===== src/rtl/rxq_pkg.sv =====
package rxq_pkg;

    localparam int DEPTH     = 16;
    localparam int CNT_W     = $clog2(DEPTH + 1);
    localparam int PTR_W     = $clog2(DEPTH);
    localparam int CTL_W     = 16;

    // Field order is fixed: software decodes these bit positions.
    typedef struct packed {
        logic             ovf;
        logic             ovf_clr;
        logic             run;
        logic [CNT_W-1:0] level;
        logic             intf;
        logic             int_clr;
        logic             ien;
        logic [4:0]       thr;
    } ctl_word_t;

    localparam logic [CTL_W-1:0] CTL_RESET = 16'h201F;

    function automatic logic [PTR_W-1:0] ptr_next(input logic [PTR_W-1:0] p);
        return (p == PTR_W'(DEPTH - 1)) ? '0 : p + 1'b1;
    endfunction

endpackage


===== src/rtl/rxq_store.sv =====
module rxq_store
    import rxq_pkg::*;
#(
    parameter int DW = 16
) (
    input  logic             clk,
    input  logic             rst,
    input  logic             flush,
    input  logic             push,
    input  logic [DW-1:0]    din,
    input  logic             pop,
    output logic [DW-1:0]    dout,
    output logic [CNT_W-1:0] level,
    output logic             drop_evt
);

    logic [DW-1:0]    mem [DEPTH];
    logic [PTR_W-1:0] wr_q, rd_q;
    logic [CNT_W-1:0] lvl_q;
    logic             full, empty, push_go, pop_go;

    assign full     = (lvl_q == CNT_W'(DEPTH));
    assign empty    = (lvl_q == '0);
    assign push_go  = push && !flush;
    assign pop_go   = pop && !empty && !flush;
    assign drop_evt = push_go && full && !pop_go;

    always_ff @(posedge clk) begin
        if (push_go) mem[wr_q] <= din;
    end

    always_ff @(posedge clk) begin
        if (rst || flush) begin
            wr_q  <= '0;
            rd_q  <= '0;
            lvl_q <= '0;
        end else begin
            if (push_go)          wr_q <= ptr_next(wr_q);
            if (pop_go || drop_evt) rd_q <= ptr_next(rd_q);
            if (push_go && !full && !pop_go)      lvl_q <= lvl_q + 1'b1;
            else if (pop_go && !push_go)          lvl_q <= lvl_q - 1'b1;
        end
    end

    always_ff @(posedge clk) begin
        if (rst)         dout <= '0;
        else if (pop_go) dout <= mem[rd_q];
    end

    assign level = lvl_q;

endmodule


===== src/rtl/rxq_ctrl.sv =====
module rxq_ctrl
    import rxq_pkg::*;
(
    input  logic             clk,
    input  logic             rst,
    input  logic             wr,
    input  ctl_word_t        wd,
    input  logic [CNT_W-1:0] level,
    input  logic             drop_evt,
    output ctl_word_t        status,
    output logic             run,
    output logic             irq
);

    ctl_word_t rst_word;
    logic       run_q, ien_q, ovf_q, intf_q;
    logic [4:0] thr_q;
    logic       int_set;

    assign rst_word = ctl_word_t'(CTL_RESET);
    assign int_set  = ({1'b0, level} >= {1'b0, thr_q});

    always_ff @(posedge clk) begin
        if (rst) begin
            run_q  <= rst_word.run;
            ien_q  <= rst_word.ien;
            thr_q  <= rst_word.thr;
            ovf_q  <= 1'b0;
            intf_q <= 1'b0;
        end else begin
            // set has priority over a same-cycle clear
            ovf_q  <= drop_evt || (ovf_q  && !(wr && wd.ovf_clr));
            intf_q <= int_set  || (intf_q && !(wr && wd.int_clr));
            if (wr) begin
                run_q <= wd.run;
                ien_q <= wd.ien;
                thr_q <= wd.thr;
            end
        end
    end

    always_comb begin
        status         = '0;
        status.ovf     = ovf_q;
        status.run     = run_q;
        status.level   = level;
        status.intf    = intf_q;
        status.ien     = ien_q;
        status.thr     = thr_q;
    end

    assign run = run_q;
    assign irq = intf_q && ien_q;

endmodule


===== src/rtl/rxq_top.sv =====
module rxq_top
    import rxq_pkg::*;
#(
    parameter int DW = 16
) (
    input  logic          clk,
    input  logic          rst,
    input  logic          rx_valid,
    input  logic [DW-1:0] rx_word,
    input  logic          pop,
    output logic [DW-1:0] pop_data,
    input  logic          reg_sel,
    input  logic          reg_we,
    input  logic [15:0]   reg_wdata,
    output logic [15:0]   reg_rdata,
    output logic          irq
);

    ctl_word_t        status_w;
    logic [CNT_W-1:0] level_w;
    logic             drop_w, run_w;

    rxq_store #(.DW(DW)) u_store (
        .clk      (clk),
        .rst      (rst),
        .flush    (!run_w),
        .push     (rx_valid),
        .din      (rx_word),
        .pop      (pop),
        .dout     (pop_data),
        .level    (level_w),
        .drop_evt (drop_w)
    );

    rxq_ctrl u_ctrl (
        .clk      (clk),
        .rst      (rst),
        .wr       (reg_sel && reg_we),
        .wd       (ctl_word_t'(reg_wdata)),
        .level    (level_w),
        .drop_evt (drop_w),
        .status   (status_w),
        .run      (run_w),
        .irq      (irq)
    );

    assign reg_rdata = reg_sel ? 16'(status_w) : '0;

endmodule


===== config.mk =====
export PLATFORM = sky130hd
export DESIGN_NAME = rxq_top
export DESIGN_NICKNAME = d
export VERILOG_FILES = /design/src/rtl/rxq_pkg.sv /design/src/rtl/rxq_store.sv /design/src/rtl/rxq_ctrl.sv /design/src/rtl/rxq_top.sv
export SDC_FILE = /design/constraint.sdc
export NUM_CORES = 1
export LEC_CHECK = 0
export BUFFER_PORTS_ARGS = -buffer_cell sky130_fd_sc_hd__buf_2
export CORE_ASPECT_RATIO = 0.5
export CORE_MARGIN = 2
export CORE_UTILIZATION = 25
export DETAILED_ROUTE_END_ITERATION = 6
export GPL_TIMING_DRIVEN = 0
export PLACE_DENSITY = 0.47
export RECOVER_POWER = 100
export SLEW_MARGIN = 20
export SYNTH_ARGS = -nofsm -noshare
export SYNTH_HDL_FRONTEND = slang
export SYNTH_SLANG_ARGS = --single-unit
export TNS_END_PERCENT = 1

===== constraint.sdc =====
create_clock -name clk -period 4.07 [get_ports clk]
set_input_delay 1.221 -clock clk [delete_from_list [all_inputs] [get_ports clk]]
set_output_delay 1.221 -clock clk [all_outputs]
set_load 0.005 [all_outputs]

==> metrics.csv <==
metric,value,unit
yosysWarnings,0,
syn2layout_area_growth,16.8,%
gp_routability_congestion,0.758,
start_util,0.255,
yosysTopAreaCellShare,0.661,
rsz0062_at_grt,no,
min_path_cells,2,
syn_inst,681,
synth.most_common_cell,edfxtp_1,
finish.utilization,0.298,
post-cts-setup-buffers,0,
vias,6330,
postCtsHoldBufs,0,
hpwlAfterDp,19800,um
synth_cell_types,48,
final_hold_viol_count,0,
die_w,309,um
path_class,in2out,
p_comb_frac,0.195,
cp_data_arrival_time,2.51,ns
internal-power,5.44,mW
setup_viol,0,
synthFlopType,edfxtp_1,
cts_inserted_buffers,29,
whs,0.467,ns
cts_htree_levels,1,
worstReg2RegEnd,u_store.level[4]$_SDFFE_PP0P_,
synth_top_area_cell,edfxtp_1,
netlist_area,0.0116,sq mm
insertion_delay,0.58,ns
track_usage,0.120,
cp.required,2.85,ns
peakVddDrop,366,uV
num_rows,55,
cp_slowest_cell,clkbuf_1,
path_common_cell,clkbuf_1,
period_share,0.916,
grt_pass1_wl,42300,um
overflow,0,
die_height,156,um
clkSlewWorstSetupHoldPaths,0.06,ns
pre_cts_ws,0.428,ns
p_clk_frac,0.334,
sw_frac_of_total,0.273,
cts_root_buf,clkbuf_16,
drv_cap,2,
n_antenna_cell,0,
power_switching,2.04,mW
status,"complete, but fails checks",
drtIter0Drc,447,
async_reset_ff_frac,0,
final_cells,1438,
wl,28900,um
clockBufferDepth,3,
drv_slew,34,
ff2ff_path_depth,9,
min-delay-start,u_ctrl.ien_q$_SDFFE_PP0P_,
clock_skew,0.0305,ns
antenna_found_initial,0,
avgSynthCellArea,17.1,sq um
worst_setup_path_start_kind,primary input,
synth.area.top_cells,"edfxtp_1, dfxtp_1, mux4_2, mux2i_1, nor2_1",
synth_seq_area_share,0.727,
layout_min_cycle_time,3.73,ns
slew_headroom,-0.350,
finalPower,7.48,mW
worst_setup_path_end_kind,output pin,
wl_per_cell,20.1,um
pwr_density_cell,551,mW/mm^2
timing.rr.start,u_store.level[0]$_SDFFE_PP0P_,
crit_fanout,10,
fin_ws,0.341,ns
violations,"max-capacitance violations, max-slew violations",
synth_edf_count,256,
cts_tree,built,
cts_sinks,294,
tns,0,ns
hold-path-endpoint,u_ctrl.ien_q$_SDFFE_PP0P_,
max_stage_delay,0.38,ns
fin_area,0.0136,sq mm
core,0.0456,sq mm
io_buffers,58,
hold_class,reg2reg,
ant_nets,0,
drcViolationCount,0,
power.leakage,4.29,nW
place_area,0.0130,sq mm
drive_gt1_frac,0.145,
grt_max_degree,17,
ios,71,
worst_pin_slew,2.02,ns
nets,841,
netlist_top_cells_count,"edfxtp_1, mux2i_1, nor2_1, dfxtp_1",
path_cells,clkbuf_1 > clkbuf_1 > clkbuf_1 > and2_0 > buf_2,
drtPass1Iterations,4,
dieArea,0.0483,sq mm
sequentialPowerShare,0.471,
max_freq,268,MHz
viasPerCell,4.40,
fillers,4586,
grt_pass1_vias,6426,
reg2reg_slack,0.84,ns
dp.cells,1385,
cts.repair.resized,0,
ys_ff_latch,294,
## area by class of cell
type | instances | area (sq um) | share of cell area
plain buffers | 40 | 195 | 0.0144
clock buffers | 46 | 830 | 0.0611
clock inverters | 7 | 46.3 | 0.00341
inverters | 9 | 33.8 | 0.00249
multi-input cells | 339 | 2920 | 0.215
flip-flops and latches | 294 | 8450 | 0.622
well taps | 627 | 785 | 0.0578
repair buffers | 76 | 318 | 0.0234
## per-layer routing
| metal | GRT usage | share of wire |
|---|---|---|
| met4 | 0.0294 | 0.020 |
| met3 | 0.0226 | 0.040 |
| met2 | 0.196 | 0.47 |
| met5 | 0 | 0 |
| met1 | 0.165 | 0.47 |
## worst max-delay path: cells and delay by family
kind          cells  cell delay [ns]
buf+inv           4             1.08
simple gates      1             0.21
## cells by family (layout without fill, tap and decap cells)
group                      count (synthesis)  in the layout  share of synthesized area
AOI/OAI and AO/OA                         99             99                     0.0627
xor gates and xnor gates                   5              5                    0.00377
adders and majority gates                 14             14                     0.0157
buffers and inverters                     49            178                     0.0199
DFF                                      294            294                      0.727
muxes                                    101            101                      0.121
other                                      1              2                   0.000323
and+or+nand+nor                          118            118                     0.0492
## worst max path at each step
stage / to / startpoint / slack, ns / cells after the start
2_1_floorplan: u_store.mem[3][0]$_DFFE_PP_ / rx_valid / 0.69 / 5
3_3_place_gp: u_store.mem[3][0]$_DFFE_PP_ / rx_valid / -1.0 / 5
3_5_place_dp: reg_rdata[13] / reg_sel / 0.43 / 5
4_1_cts: reg_rdata[13] / reg_sel / 0.42 / 5
5_1_grt: reg_rdata[12] / reg_sel / 0.15 / 5
6_report: reg_rdata[11] / reg_sel / 0.34 / 5
## flip-flops by register name, indices dropped and copies added (netlist names)
signal	flops
u_store.dout	16
u_ctrl.run	1
u_store.wr_q	4
u_store.mem	256
u_ctrl.thr_q	5
u_ctrl.intf_q	1
u_store.level	5
u_ctrl.ovf_q	1
u_store.rd_q	4
u_ctrl.ien_q	1
## cell usage in the layout, fill, tap and decap left out, types with 4 or more instances in the layout
cell	synthesis	layout
a211o_1	6	6
a21oi_1	8	8
a22oi_1	16	17
a311oi_1	17	17
and2_0	1	11
and2_1	14	4
and3_1	6	6
buf_2	11	35
buf_4	9	9
clkbuf_1	19	84
clkbuf_16	0	29
clkbuf_8	0	4
dfxtp_1	38	38
edfxtp_1	256	256
ha_1	13	13
inv_1	9	9
mux2i_1	69	69
mux4_2	32	32
nand2_1	14	14
nand2b_1	4	4
nand3_1	5	5
nor2_1	59	59
nor3_1	5	5
o22ai_1	32	32
xnor2_1	4	4
## power by group through the flow
stage                     clock network [mW]  logic [mW]  registers [mW]
after floorplan                            0        1.05            3.55
after global placement                     0        1.50            3.59
after detailed placement                   0        1.53            3.59
after CTS                               2.56        1.53            3.53
after global routing                    2.68        1.61            3.54
final                                   2.50        1.46            3.52
Power figures use the tool's default switching activity.
